<file path="config.mk">
export PLATFORM = sky130hd
export DESIGN_NAME = reqdes_top
export DESIGN_NICKNAME = d
export VERILOG_FILES = /design/src/rtl/reqdes_pkg.sv /design/src/rtl/reqdes_lane.sv /design/src/rtl/reqdes_match.sv /design/src/rtl/reqdes_top.sv
export SDC_FILE = /design/constraint.sdc
export NUM_CORES = 1
export LEC_CHECK = 0
export ABC_AREA = 1
export BUFFER_PORTS_ARGS = -buffer_cell sky130_fd_sc_hd__buf_2
export CAP_MARGIN = 15
export CORE_MARGIN = 2
export CORE_UTILIZATION = 41
export CTS_CLUSTER_DIAMETER = 60
export DETAILED_ROUTE_END_ITERATION = 8
export HOLD_SLACK_MARGIN = 0.12
export PLACE_DENSITY = 0.73
export SETUP_SLACK_MARGIN = 0.15
export SYNTH_ARGS = -nofsm -noshare
export SYNTH_HDL_FRONTEND = slang
export SYNTH_SLANG_ARGS = --single-unit
</file>
<file path="constraint.sdc">
create_clock -name clk -period 1.9 [get_ports clk]
set_input_delay 0.19 -clock clk [delete_from_list [all_inputs] [get_ports clk]]
set_output_delay 0.19 -clock clk [all_outputs]
set_load 0.01 [all_outputs]
</file>
<file path="src/rtl/reqdes_pkg.sv">
package reqdes_pkg;

   typedef enum logic {
      FR_IDLE = 1'b0,
      FR_RUN  = 1'b1
   } frame_st_e;

   typedef struct packed {
      logic hit_set;
      logic hit_clr;
   } hit_t;

endpackage

</file>
<file path="src/rtl/reqdes_lane.sv">
module reqdes_lane
   import reqdes_pkg::*;
#(
   parameter int LANE_W   = 3,
   parameter int BEATS    = 8,
   parameter bit LOW_TRUE = 1'b1
) (
   input  logic                      clk,
   input  logic                      rst,
   input  logic                      frame_start,
   input  logic [LANE_W-1:0]         lane_wire,
   output logic [LANE_W*BEATS-1:0]   word_q,
   output logic                      done_q
);

   localparam int WORD_W = LANE_W * BEATS;
   localparam int HOLD_W = LANE_W * (BEATS - 1);
   localparam int CNT_W  = (BEATS > 2) ? $clog2(BEATS) : 1;
   localparam logic [CNT_W-1:0] LAST_BEAT = CNT_W'(BEATS - 1);

   logic [LANE_W-1:0] bits;
   logic [HOLD_W-1:0] hold;
   logic [HOLD_W-1:0] hold_nxt;
   logic [CNT_W-1:0]  beat;
   logic [CNT_W-1:0]  beat_now;
   frame_st_e         st;
   logic              take;
   logic              last;

   generate
      if (LOW_TRUE) begin : g_inv
         assign bits = ~lane_wire;
      end else begin : g_pass
         assign bits = lane_wire;
      end

      if (BEATS > 2) begin : g_shift
         assign hold_nxt = {bits, hold[HOLD_W-1:LANE_W]};
      end else begin : g_single
         assign hold_nxt = bits;
      end
   endgenerate

   assign beat_now = frame_start ? '0 : beat;
   assign take     = frame_start || (st == FR_RUN);
   assign last     = take && (beat_now == LAST_BEAT);

   always_ff @(posedge clk) begin
      if (rst) begin
         st     <= FR_IDLE;
         beat   <= '0;
         done_q <= 1'b0;
      end else begin
         done_q <= last;
         if (last) begin
            st   <= FR_IDLE;
            beat <= '0;
         end else if (take) begin
            st   <= FR_RUN;
            beat <= beat_now + 1'b1;
         end
      end
   end

   always_ff @(posedge clk) begin
      if (rst) begin
         hold   <= '0;
         word_q <= '0;
      end else if (take) begin
         hold <= hold_nxt;
         if (last) begin
            word_q <= WORD_W'({bits, hold});
         end
      end
   end

endmodule

</file>
<file path="src/rtl/reqdes_match.sv">
module reqdes_match
   import reqdes_pkg::*;
#(
   parameter int PKT_W = 24,
   parameter int ID_W  = 5
) (
   input  logic [PKT_W-1:0] pkt,
   input  logic [ID_W-1:0]  dev_id,
   input  logic             done,
   output hit_t             hit
);

   logic addr_ok;

   assign addr_ok     = (pkt[ID_W-1:0] == dev_id);
   assign hit.hit_set = done && addr_ok && pkt[ID_W];
   assign hit.hit_clr = done && addr_ok && !pkt[ID_W];

endmodule

</file>
<file path="src/rtl/reqdes_top.sv">
module reqdes_top
   import reqdes_pkg::*;
#(
   parameter int ROW_W    = 3,
   parameter int COL_W    = 5,
   parameter int BEATS    = 8,
   parameter int ID_W     = 5,
   parameter int COP_W    = 23,
   parameter bit LOW_TRUE = 1'b1
) (
   input  logic                           clk,
   input  logic                           rst,
   input  logic                           frame_start,
   input  logic [ROW_W-1:0]               row_wire,
   input  logic [COL_W-1:0]               col_wire,
   input  logic [ID_W-1:0]                dev_id,
   output logic                           row_act_vld,
   output logic                           row_op_vld,
   output logic [ROW_W*BEATS-1:0]         row_pkt,
   output logic                           col_vld,
   output logic                           mask_vld,
   output logic                           xop_vld,
   output logic [COP_W-1:0]               col_pkt,
   output logic [COL_W*BEATS-COP_W-1:0]   sec_pkt
);

   localparam int ROW_PKT_W = ROW_W * BEATS;
   localparam int COL_WRD_W = COL_W * BEATS;
   localparam int SEC_W     = COL_WRD_W - COP_W;

   generate
      if (BEATS < 2) begin : g_bad_beats
         $error("reqdes_top: BEATS must be at least 2");
      end
      if (ID_W + 1 > ROW_PKT_W) begin : g_bad_row
         $error("reqdes_top: row packet too narrow for device field and flag");
      end
      if (ID_W + 1 > COP_W) begin : g_bad_cop
         $error("reqdes_top: operation packet too narrow for device field and flag");
      end
      if (SEC_W < 1) begin : g_bad_sec
         $error("reqdes_top: column word leaves no secondary packet");
      end
   endgenerate

   logic                 row_done;
   logic                 col_done;
   logic [COL_WRD_W-1:0] col_word;
   hit_t                 row_hit;
   hit_t                 col_hit;

   reqdes_lane #(.LANE_W(ROW_W), .BEATS(BEATS), .LOW_TRUE(LOW_TRUE)) u_row (
      .clk         (clk),
      .rst         (rst),
      .frame_start (frame_start),
      .lane_wire   (row_wire),
      .word_q      (row_pkt),
      .done_q      (row_done)
   );

   reqdes_lane #(.LANE_W(COL_W), .BEATS(BEATS), .LOW_TRUE(LOW_TRUE)) u_col (
      .clk         (clk),
      .rst         (rst),
      .frame_start (frame_start),
      .lane_wire   (col_wire),
      .word_q      (col_word),
      .done_q      (col_done)
   );

   assign col_pkt = col_word[COP_W-1:0];
   assign sec_pkt = col_word[COL_WRD_W-1:COP_W];

   reqdes_match #(.PKT_W(ROW_PKT_W), .ID_W(ID_W)) u_row_match (
      .pkt    (row_pkt),
      .dev_id (dev_id),
      .done   (row_done),
      .hit    (row_hit)
   );

   reqdes_match #(.PKT_W(COP_W), .ID_W(ID_W)) u_col_match (
      .pkt    (col_pkt),
      .dev_id (dev_id),
      .done   (col_done),
      .hit    (col_hit)
   );

   assign row_act_vld = row_hit.hit_set;
   assign row_op_vld  = row_hit.hit_clr;
   assign mask_vld    = col_hit.hit_set;
   assign xop_vld     = col_hit.hit_clr;
   assign col_vld     = col_hit.hit_set | col_hit.hit_clr;

endmodule

</file>
# Word level (Yosys, flattened, before mapping)
# Index checks and enable logic that the tools add are counted.
[totals] reg_bits=130 inputBits=16
[op_classes] n_addsub=2 eq_ne=4 muxes=2 bitwise=3 reduce_logical=16
[ops] cell="$eq A5 B5 Y1" n=2
[ops] cell="$logic_and A1 B1 Y1" n=8
[ops] cell="$add A3 B1 Y3 const B" n=2
[ops] cell="$eq A3 B3 Y1 const B" n=2
[ops] cell="$mux W3" n=2
[ops] cell="$not A5 Y5" n=1
[ops] cell="$reduce_and A2 Y1" n=2
[ops] cell="$reduce_or A2 Y1" n=2
[ops] cell="$not A3 Y3" n=1
[ops] cell="$logic_not A1 Y1" n=2
[ops] cell="$logic_or A1 B1 Y1" n=2
[ops] cell="$or A1 B1 Y1" n=1

# Longest topological paths before layout
# Gate-level depths: netlist of the first run.
[depth] depth_word=4 depth_mapped=9 depth_no_buf=8

# Hierarchy
# Synthesis of the first run repeated with hierarchy kept, for this count alone.
[hier_totals] hier_cells=663 area_unflattened_um2=5093.6
[by_module_without_submodules] mod="reqdes_lane (u_col)" instances=1 cells_per_inst=367 area_per_inst_um2=2967.8
[by_module_without_submodules] mod="reqdes_lane (u_row)" instances=1 cells_per_inst=233 area_per_inst_um2=1886.8
[by_module_without_submodules] mod="reqdes_match" instances=2 cells_per_inst=30 area_per_inst_um2=113.9
[by_module_without_submodules] mod="reqdes_top" instances=1 cells_per_inst=3 area_per_inst_um2=11.3

# Worst setup path before layout of the first run
# No wires, ideal clock.
[synth_path] path_type="input port to flip-flop" start="in frame_start" end="reg u_col.word_q[10]" setup_time_ns=0.059 t_arrival_ns=1.322 required_time_ns=1.841 path_slack_ns=0.519 cell_stages=9 path_cell_list="buf_6 > nor2_1 > ha_1 > ha_1 > nand3_4 > inv_6 > buf_6 > nand2_1 > nand2_1"
[synth_between] elab_chain_len=4
[synth_rtl] item="from (decl)" line_no="reqdes_top.sv:13" text="input logic frame_start,"
[synth_rtl] item="$mux W3" line_no="reqdes_lane.sv:44" text="assign beat_now = frame_start ? '0 : beat;"
[synth_rtl] item="$eq A3 B3 Y1" line_no="reqdes_lane.sv:46" text="assign last = take && (beat_now == LAST_BEAT);"
[synth_rtl] item="$logic_and A1 B1 Y1" line_no="reqdes_lane.sv:46"
[synth_rtl] item="$reduce_and A2 Y1 (no line) *"
[synth_rtl] item="to (signal assigned)" line_no="reqdes_lane.sv:72" text="word_q <= WORD_W'({bits, hold});"
[synth_rtl] item="to (decl)" line_no="reqdes_lane.sv:12" text="output logic [LANE_W*BEATS-1:0] word_q,"
# Mark *: on every way between the ends. The rest lies on a longest branch, timed or not.
# A chain may end at the register's enable or synchronous reset.

# Final worst setup path of the first run
[layout_path] start="reg u_row.word_q[4]" end="out row_op_vld"
[layout_between] elab_chain_len=3
[layout_rtl] item="from (decl)" line_no="reqdes_lane.sv:12"
[layout_rtl] item="from (signal assigned)" line_no="reqdes_lane.sv:72"
[layout_rtl] item="$eq A5 B5 Y1" line_no="reqdes_match.sv:15" text="assign addr_ok = (pkt[ID_W-1:0] == dev_id);"
[layout_rtl] item="$logic_and A1 B1 Y1 (2 in series)" line_no="reqdes_match.sv:17" text="assign hit.hit_clr = done && addr_ok && !pkt[ID_W];"
[layout_rtl] item="to (decl)" line_no="reqdes_top.sv:18" text="output logic row_op_vld,"
# Every way passes these cells.

==> flow_summary.yaml, run 1 <==
synthesis:
  yosysUniqueCellTypes: 22
  ys_seq_area_share_pct: 54.6
  yosys-top-cells-count: "nand2_1 (137), dfxtp_1 (130), nor2_1 (120)"
  yosysTopAreaCell: "dfxtp_1"
  synth_edf_count: 0
  synth_seq_cells: 130
  synth.avg_cell_area_sq_um: 7.88
  ys_warn_count: 0
  post-synth-top-count-cell: "nand2_1"
  synthArstFlopShare_pct: 0
  synth_area_leaders: "dfxtp_1 (55%), nand2_1 (11%), nor2_1 (9.5%), o21ai_0 (7.9%), nand3_1 (5.9%)"
  ys.flop_type: "dfxtp_1"
  synthCells: 605
  syn_nets: 625
  synth.top_cell.area_share_pct: 54.6
  synth_area_sq_um: 4760
clock_network:
  htreeDepth: 4
  cts_root_buf: "clkbuf_16"
  insertion_delay_ns: 0.41
  clockBufferDepth: 2
  cts.sinks: 130
  cts_tree: "yes"
  clkTransAtPathRegs_ns: 0.06
  cts_made_buffers: 17
route:
  drc: 0
  drtPass1Iterations: 4
  post_drt_wl_per_cell_um: 12.1
  vias: 4102
  first_iter_violations: 215
  ant_nets: 0
  wl_um: 10200
  via_per_inst: 4.85
floorplanning:
  io-pin-count: 85
  core_area_sq_um: 11400
  initial_core_util_pct: 41.9
  fp-row-count: 39
  die_y_um: 112
  die_width_um: 112
  dieArea_sq_um: 12500
timing:
  rsz0062_at_grt: "false"
  min_period_over_period_pct: 85.8
  finalCriticalPeriod_ns: 1.63
  fin_skew_ns: 0.00794
  hold_viol_final: 0
  maxSlewHeadroom_pct: 74.8
  worst_pin_slew_ns: 0.378
  setup_tns_ns: 0
  max_clock_freq_mhz: 613
  finalSetupViolCount: 0
  fin_hold_ws_ns: 0.174
  drv_slew: 0
setup_path:
  cp-start-kind: "flop"
  critical_path_arrival_ns: 1.44
  end_kind: "output port"
  cp.required_ns: 1.71
  path_class: "reg2out"
  worstPathMaxFanout: 3
global_route:
  grt_antenna_before_repair: 0
  use_met1_pct: 20.8
  gr-usage-all-layers_pct: 16.9
  grt-busiest-layer: "met2"
  grt_max_degree: 46
  grt_pass1_wl_um: 17300
  grtUsageMet2_pct: 26.7
  grt_pass1_vias: 3913
  grt_use_met3_pct: 4.46
  grt_overflow: 0
placed_design:
  port_buffers: 84
  post-place-cells: 805
  placed_area_sq_um: 5230
  gp_congestion: 0.836
  dpl.hpwl_um: 6680
layout:
  drive_above_1_share_pct: 19.4
  layoutNonFillerInstCount: 845
  diodes: 0
  utilization_pct: 52.6
  design_area_sq_um: 5980
  layout.nets: 709
  area_growth_pct: 25.6
worst_hold_path:
  hold_path_class: "in2reg"
flow_run:
  maxCapViolCount: 0
status:
  run_status: "completed"
power:
  p_per_area_nw_per_um2: 1140
  ir_worst_vdd_mv: 0.532
  p_leak_nw: 2.93
==> worst max-delay path: stages, from the launching register on <==
cell     delay, ns
dfxtp_2       0.33
inv_1         0.05
nand2_1       0.07
nand2_1       0.07
nor2_1        0.14
nand3_1       0.13
nor2_1        0.10
buf_2         0.13
==> path summary, 6_finish.rpt <==
| path | from | end | slack, ns | cells past startpoint |
|---|---|---|---|---|
| max | u_row.word_q[4] | row_op_vld | 0.27 | 7 |
| min | rst | u_row.hold[4] | 0.17 | 4 |
| max reg2reg | u_col.beat[0] | u_col.word_q[1] | 0.37 | 7 |
| min reg2reg | u_row.hold[0] | u_row.word_q[0] | 0.45 | 2 |
==> cells by family (layout without fill, tap and decap cells) <==
kind of cell	Yosys count	after routing	share of synthesized area [%]
AOI/OAI and AO/OA	90	90	9.45
adders and majority gates	4	4	1.05
buffers and inverters	61	158	6.64
DFF	130	130	54.6
and+or+nand+nor	320	320	28.2
==> layout by cell type, fill, tap and decap left out, types with 5 or more instances in the layout <==
master,instances
a21oi_1,12
buf_2,84
buf_4,6
bufinv_16,5
clkbuf_16,17
dfxtp_1,129
dlygate4sd3_1,8
inv_1,22
nand2_1,137
nand3_1,56
nor2_1,120
o21ai_0,75
==> flip-flops by register name, indices dropped and copies added (netlist names), 3 cells and up <==
name,flops
u_col.word_q,40
u_col.hold,35
u_row.hold,21
u_row.beat,3
u_row.word_q,24
u_col.beat,3
==> routing by layer <==
layer  routed length, um  share of wire [%]
met5                   0                  0
met4                 158                1.5
met3                 543                5.3
met2                4760                 47
met1                4760                 47
==> layout make-up <==
class	count	area, sq um
Fill cell	1089	5390
Sequential cell	130	2600
Multi-Input combinational cell	414	1850
Timing Repair Buffer	99	566
Clock buffer	21	470
Clock inverter	11	199
Tap cell	143	179
Inverter	27	116
==> stage by stage <==
step,setup slack (ns),power (W)
6_report,0.269,0.00683
5_1_grt,0.180,0.00709
2_1_floorplan,0.519,0.00318
4_1_cts,0.250,0.00689
3_5_place_dp,0.266,0.00326
3_3_place_gp,0.336,0.00325
==> where the power goes <==
part,leakage (nW),switching (W),internal [W]
sequential,1.06,0.0000712,0.00283
clock,0.317,0.00117,0.00244
combinational,1.55,0.000201,0.000112
total,2.93,0.00144,0.00539
==> timing repair <==
action	4_1_cts	5_1_grt
hold buffers	8	0
resized for setup	0	3
hold endpoints to repair	16	0
setup buffers	0	0
endpoints found under the setup margin	0	5
No activity file was read; power rests on OpenSTA's default activity.
==> run 2, diff against run 1 <==
==> constraint.sdc (replaced) <==
create_clock -name clk -period 2.05 [get_ports clk]
set_input_delay 0.205 -clock clk [delete_from_list [all_inputs] [get_ports clk]]
set_output_delay 0.205 -clock clk [all_outputs]
set_load 0.01 [all_outputs]
==> run 2 against run 1 <==
  * Final area decreased by 1.5%
  * Worst hold slack better by 0.032 ns
  * Register-to-register slack gained 0.05 ns
  * Critical endpoint is now u_col.word_q[5]
  * Clock skew is 0.0013 ns higher
  * Non-clock buffer count fell by 2
  * Global-route usage is 0.067 points lower
  * Sequential cell count unchanged
  * Worst setup slack better by 0.15 ns
  * Combinational power down 9.6%
  * Largest cell class unchanged
  * Final cell count fell by 0.36%
==> flow_summary.yaml, run 2 (synthesized netlist as in run 1, its figures left out) <==
global_route:
  grt_pass1_vias: 3769
  gr-usage-all-layers_pct: 16.9
  grt_max_degree: 46
  grt_overflow: 0
  grt_antenna_before_repair: 0
  grt_pass1_wl_um: 17300
setup_path:
  worst-path-stages: 8
  regToRegEndpoint: "u_col.word_q[5]"
  end_kind: "flop"
  path_class: "reg2reg"
  endpoint: "u_col.word_q[5]"
  r2r_slack_ns: 0.42
  r2r_start: "u_col.beat[0]"
  crit_path_max_incr_delay_ns: 0.33
  reg2reg_depth: 8
  cp_slowest_cell: "dfxtp_1"
  crit_top_cell: "ha_1"
  cp-start-kind: "flop"
  crit_start: "u_col.beat[0]"
  cp.required_ns: 2.39
  critical_path.n_buffers_inverters: 2
  crit_family: "adder cells"
  crit_chain: "inv_1 -> nor2_1 -> ha_1 -> ha_1 -> nand3_4 -> inv_6 -> nand2_1 -> o21ai_0"
  worstPathMaxFanout: 36
  critical_path_arrival_ns: 1.97
power:
  power.clock.fraction_pct: 51.1
  p_comb_share_pct: 4.7
  internal_power_w: 0.00474
  netSwitchingFraction_pct: 22.1
  p_leak_nw: 2.88
  ir_worst_vdd_mv: 0.499
  switchingPower_w: 0.00135
  p_seq_share_pct: 44.2
  p_per_area_nw_per_um2: 1030
floorplanning:
  core_area_sq_um: 11400
  fp-row-count: 39
  die_y_um: 112
  initial_core_util_pct: 41.9
  dieArea_sq_um: 12500
  die_width_um: 112
  io-pin-count: 85
timing:
  fin_hold_ws_ns: 0.207
  setup_tns_ns: 0
  hold_viol_final: 0
  fin_skew_ns: 0.00928
  worst_pin_slew_ns: 0.409
  min_period_over_period_pct: 79.7
  finalSetupViolCount: 0
  maxSlewHeadroom_pct: 72.7
  finalCriticalPeriod_ns: 1.63
  drv_slew: 0
  final.setup.worst_slack_ns: 0.417
  max_clock_freq_mhz: 612
  rsz0062_at_grt: "false"
layout:
  design_area_sq_um: 5890
  layout.nets: 707
  largest_reg_flops: 40
  top_regs: "u_col.word_q x40, u_col.hold x35, u_row.word_q x24"
  area_growth_pct: 23.7
  drive_above_1_share_pct: 18.9
  final_common_cell: "nand2_1"
  diodes: 0
  layoutNonFillerInstCount: 842
  mostFrequentLayoutCells: "nand2_1 (137), dfxtp_1 (130), nor2_1 (120)"
  regMostFlops: "u_col.word_q"
clock_network:
  postCtsSetupRepairBufs: 0
  clockBufferDepth: 2
  cts_tree: "yes"
  clkTransAtPathRegs_ns: 0.06
  cts_made_buffers: 17
  cts_resized: 0
  cts.sinks: 130
  cts-hold-fix-buffers: 8
  cts_root_buf: "clkbuf_16"
  htreeDepth: 4
  insertion_delay_ns: 0.41
placed_design:
  dpl.hpwl_um: 6710
  post-place-cells: 803
  placed_area_sq_um: 5200
  place_ws_ns: 0.284
  gp_congestion: 0.789
  port_buffers: 84
status:
  run_status: "completed"
route:
  via_per_inst: 4.88
  first_iter_violations: 303
  ant_nets: 0
  drc: 0
  drtPass1Iterations: 4
  post_drt_wl_per_cell_um: 12.3
  vias: 4108
  wl_um: 10300
worst_hold_path:
  hold_depth: 4
  hold_path_class: "in2reg"
flow_run:
  maxCapViolCount: 0
==> run 2: cell types whose count changed in the layout (fill, tap and decap cells not counted), sizes merged <==
cell,previous run,this run
buf,91,89
bufinv,5,4
clkinv,1,5
inv,29,27
clkinvlp,3,5
clkbuf,21,17
==> run 2: tightest hold or removal path, cell delays in order <==
cell	delay, ns
buf_2	0.08
inv_2	0.12
nand3_1	0.12
nand2_1	0.05
==> run 2: cell type report <==
cell class                      count  area, sq um
Fill cell                        1071         5480
Sequential cell                   130         2600
Multi-Input combinational cell    414         1850
Timing Repair Buffer               97          538
Clock buffer                       17          425
Clock inverter                     14          190
Tap cell                          143          179
Inverter                           27          114
==> run 2: how the worst min path moves through the flow <==
stage | start | endpoint | slack, ns
CTS | rst | u_row.word_q[10] | 0.20
floorplan | col_wire[0] | u_col.hold[30] | 0.30
detailed placement | col_wire[3] | u_col.hold[33] | 0.41
global placement | col_wire[3] | u_col.hold[33] | 0.40
finish | rst | u_row.word_q[9] | 0.21
global route | rst | u_row.word_q[10] | 0.24
==> run 2: per-layer routing <==
layer / global-route usage, % / share of wire (%) / routed length, um / up-vias
met2: 25.6 / 45 / 4640 / 119
li1: - / - / - / 2099
met5: 0 / 0 / 0 / -
met3: 5.33 / 5.7 / 593 / 12
met4: 7.24 / 1.3 / 136 / 0
met1: 22.1 / 48 / 4970 / 1878
==> run 2: through the flow <==
step	total power [W]	utilization (%)
floorplan	0.00294	-
global placement	0.00300	45.7
detailed placement	0.00302	45.7
CTS	0.00612	51.8
global route	0.00631	51.8
finish	0.00609	51.8
==> run 2: power groups by stage <==
stage | sequential (W) | clock, W | combinational, W
floorplan | 0.00273 | 0 | 0.000216
global placement | 0.00274 | 0 | 0.000260
detailed placement | 0.00275 | 0 | 0.000271
CTS | 0.00269 | 0.00314 | 0.000285
global route | 0.00271 | 0.00328 | 0.000331
finish | 0.00269 | 0.00311 | 0.000284
==> run 3, diff against run 2 <==
==> constraint.sdc (replaced) <==
create_clock -name clk -period 1.6 [get_ports clk]
set_input_delay 0.16 -clock clk [delete_from_list [all_inputs] [get_ports clk]]
set_output_delay 0.16 -clock clk [all_outputs]
set_load 0.01 [all_outputs]
==> run 3 against run 2 <==
  * Clock skew up 0.00087 ns
  * Non-clock buffer count up 15
  * Worst hold slack worse by 0.025 ns
  * Final cell count up 3.2%
  * Largest power group unchanged
  * Utilization up 5.6 points
  * Final area up 11%
  * Sequential cell count unchanged
  * Combinational power up 45%
==> flow_summary.yaml, run 3 (synthesized netlist as in run 1, its figures left out) <==
floorplanning:
  io-pin-count: 85
  dieArea_sq_um: 12500
  fp-row-count: 39
  die_y_um: 112
  core_area_sq_um: 11400
  die_width_um: 112
  initial_core_util_pct: 41.9
placed_design:
  gp_congestion: 0.841
  dpl.hpwl_um: 6730
  placed_area_sq_um: 5270
  post-place-cells: 808
  port_buffers: 84
power:
  internal_power_w: 0.00594
  p_comb_share_pct: 5.4
  p_leak_nw: 3.32
  netSwitchingFraction_pct: 22.9
  p_per_area_nw_per_um2: 1180
  ir_worst_vdd_mv: 0.735
  power.clock.fraction_pct: 49.5
  p_seq_share_pct: 45.1
  switchingPower_w: 0.00176
layout:
  final_common_cell: "dfxtp_1"
  mostFrequentLayoutCells: "dfxtp_1 (119), nor2_1 (114), nand2_1 (95)"
  diodes: 0
  regArea_sq_um: 2620
  layoutNonFillerInstCount: 869
  fill_cells: 980
  largest_reg_flops: 40
  design_area_sq_um: 6530
  drive_above_1_share_pct: 32.6
  area_growth_pct: 37.0
  layout.nets: 733
  top_regs: "u_col.word_q x40, u_col.hold x35, u_row.word_q x24"
  regMostFlops: "u_col.word_q"
  multi_input_area_sq_um: 2150
route:
  first_iter_violations: 319
  wl_um: 11700
  drc: 0
  vias: 4299
  ant_nets: 0
  post_drt_wl_per_cell_um: 13.5
  drtPass1Iterations: 5
  via_per_inst: 4.95
worst_hold_path:
  hold_path_class: "in2reg"
clock_network:
  cts_tree: "yes"
  cts_root_buf: "clkbuf_16"
  clockBufferDepth: 2
  cts.sinks: 130
  clkTransAtPathRegs_ns: 0.06
  insertion_delay_ns: 0.41
  cts_made_buffers: 17
  htreeDepth: 4
setup_path:
  cp-start-kind: "flop"
  path_class: "reg2out"
  critical_path.n_buffers_inverters: 2
  crit_path_max_incr_delay_ns: 0.36
  crit_chain: "inv_2 -> nand2_1 -> nand2_1 -> nor2_1 -> nand3_1 -> nor2_1 -> buf_2"
  cp_slowest_cell: "dfxtp_2"
  end_kind: "output port"
  cp.required_ns: 1.44
  critical_path_arrival_ns: 1.37
  worstPathMaxFanout: 3
  crit_family: "simple AND/OR/NAND/NOR gates"
timing:
  finalSetupViolCount: 0
  hold_viol_final: 0
  fin_skew_ns: 0.0101
  finalCriticalPeriod_ns: 1.53
  max_clock_freq_mhz: 652
  maxSlewHeadroom_pct: 72.5
  min_period_over_period_pct: 95.9
  rsz0062_at_grt: "true"
  drv_slew: 0
  worst_pin_slew_ns: 0.413
  fin_hold_ws_ns: 0.181
status:
  run_status: "completed"
global_route:
  grt_pass1_vias: 3845
  gr-usage-all-layers_pct: 17.1
  grt_max_degree: 46
  grt_overflow: 0
  grt_antenna_before_repair: 0
  grt_pass1_wl_um: 17500
flow_run:
  maxCapViolCount: 0
[run 3: tightest hold or removal path, cell delays in order]
cell and delay [ns]:
buf_2 0.17, a21oi_1 0.13, a21oi_1 0.07
[run 3: area by class of cell]
cell class	count	share of cell area [%]
clock buffer	21	7.21
sequential	130	40.1
clock inverter	11	1.97
multi-input combinational	416	33.0
timing repair inverter	9	1.76
tap	143	2.74
timing repair buffer	112	11.3
inverter	27	1.97
[run 3: metrics by stage]
| step | worst slack, ns | power, W | util [%] | setup TNS, ns |
|---|---|---|---|---|
| 3_5_place_dp | 0.0151 | 0.00388 | 46.4 | 0 |
| 4_1_cts | 0.0562 | 0.00772 | 53.0 | 0 |
| 6_report | 0.0659 | 0.00770 | 57.4 | 0 |
| 3_3_place_gp | 0.0398 | 0.00386 | 46.4 | 0 |
| 2_1_floorplan | 0.220 | 0.00377 | - | 0 |
| 5_1_grt | -0.0948 | 0.00800 | 57.4 | -0.293 |
[run 3: repair_timing]
item                       4_1_cts  5_1_grt
hold endpoints to repair        16        0
resized for setup               23      109
setup endpoints to repair       70       77
cloned                           1       10
hold buffers                     8        0
setup buffers                    2        8
pin swaps                        6       18
[run 3: metal layers]
layer | global-route usage (%) | up-vias | wire length [um]
li1 | - | 2173 | -
met1 | 22.2 | 1990 | 5400
met2 | 26.8 | 117 | 5520
met3 | 5.28 | 19 | 609
met4 | 6.50 | 0 | 202
met5 | 0 | - | 0
[run 3: path summary, 6_finish.rpt]
check,cells past startpoint,from,to,slack (ns)
worst max register to register,9,u_col.beat[0],u_col.word_q[24],0.10
worst min register to register,2,u_row.hold[20],u_row.word_q[20],0.46
worst min-delay path,3,frame_start,u_row.beat[0],0.18
worst max-delay path,7,u_row.word_q[3],row_op_vld,0.07
[run 3: power groups by stage]
| stage | Combinational, W | Sequential [W] | Clock, W |
|---|---|---|---|
| floorplan | 0.000276 | 0.00350 | 0 |
| global placement | 0.000351 | 0.00351 | 0 |
| detailed placement | 0.000365 | 0.00352 | 0 |
| CTS | 0.000383 | 0.00345 | 0.00388 |
| global route | 0.000470 | 0.00349 | 0.00405 |
| finish | 0.000413 | 0.00347 | 0.00381 |
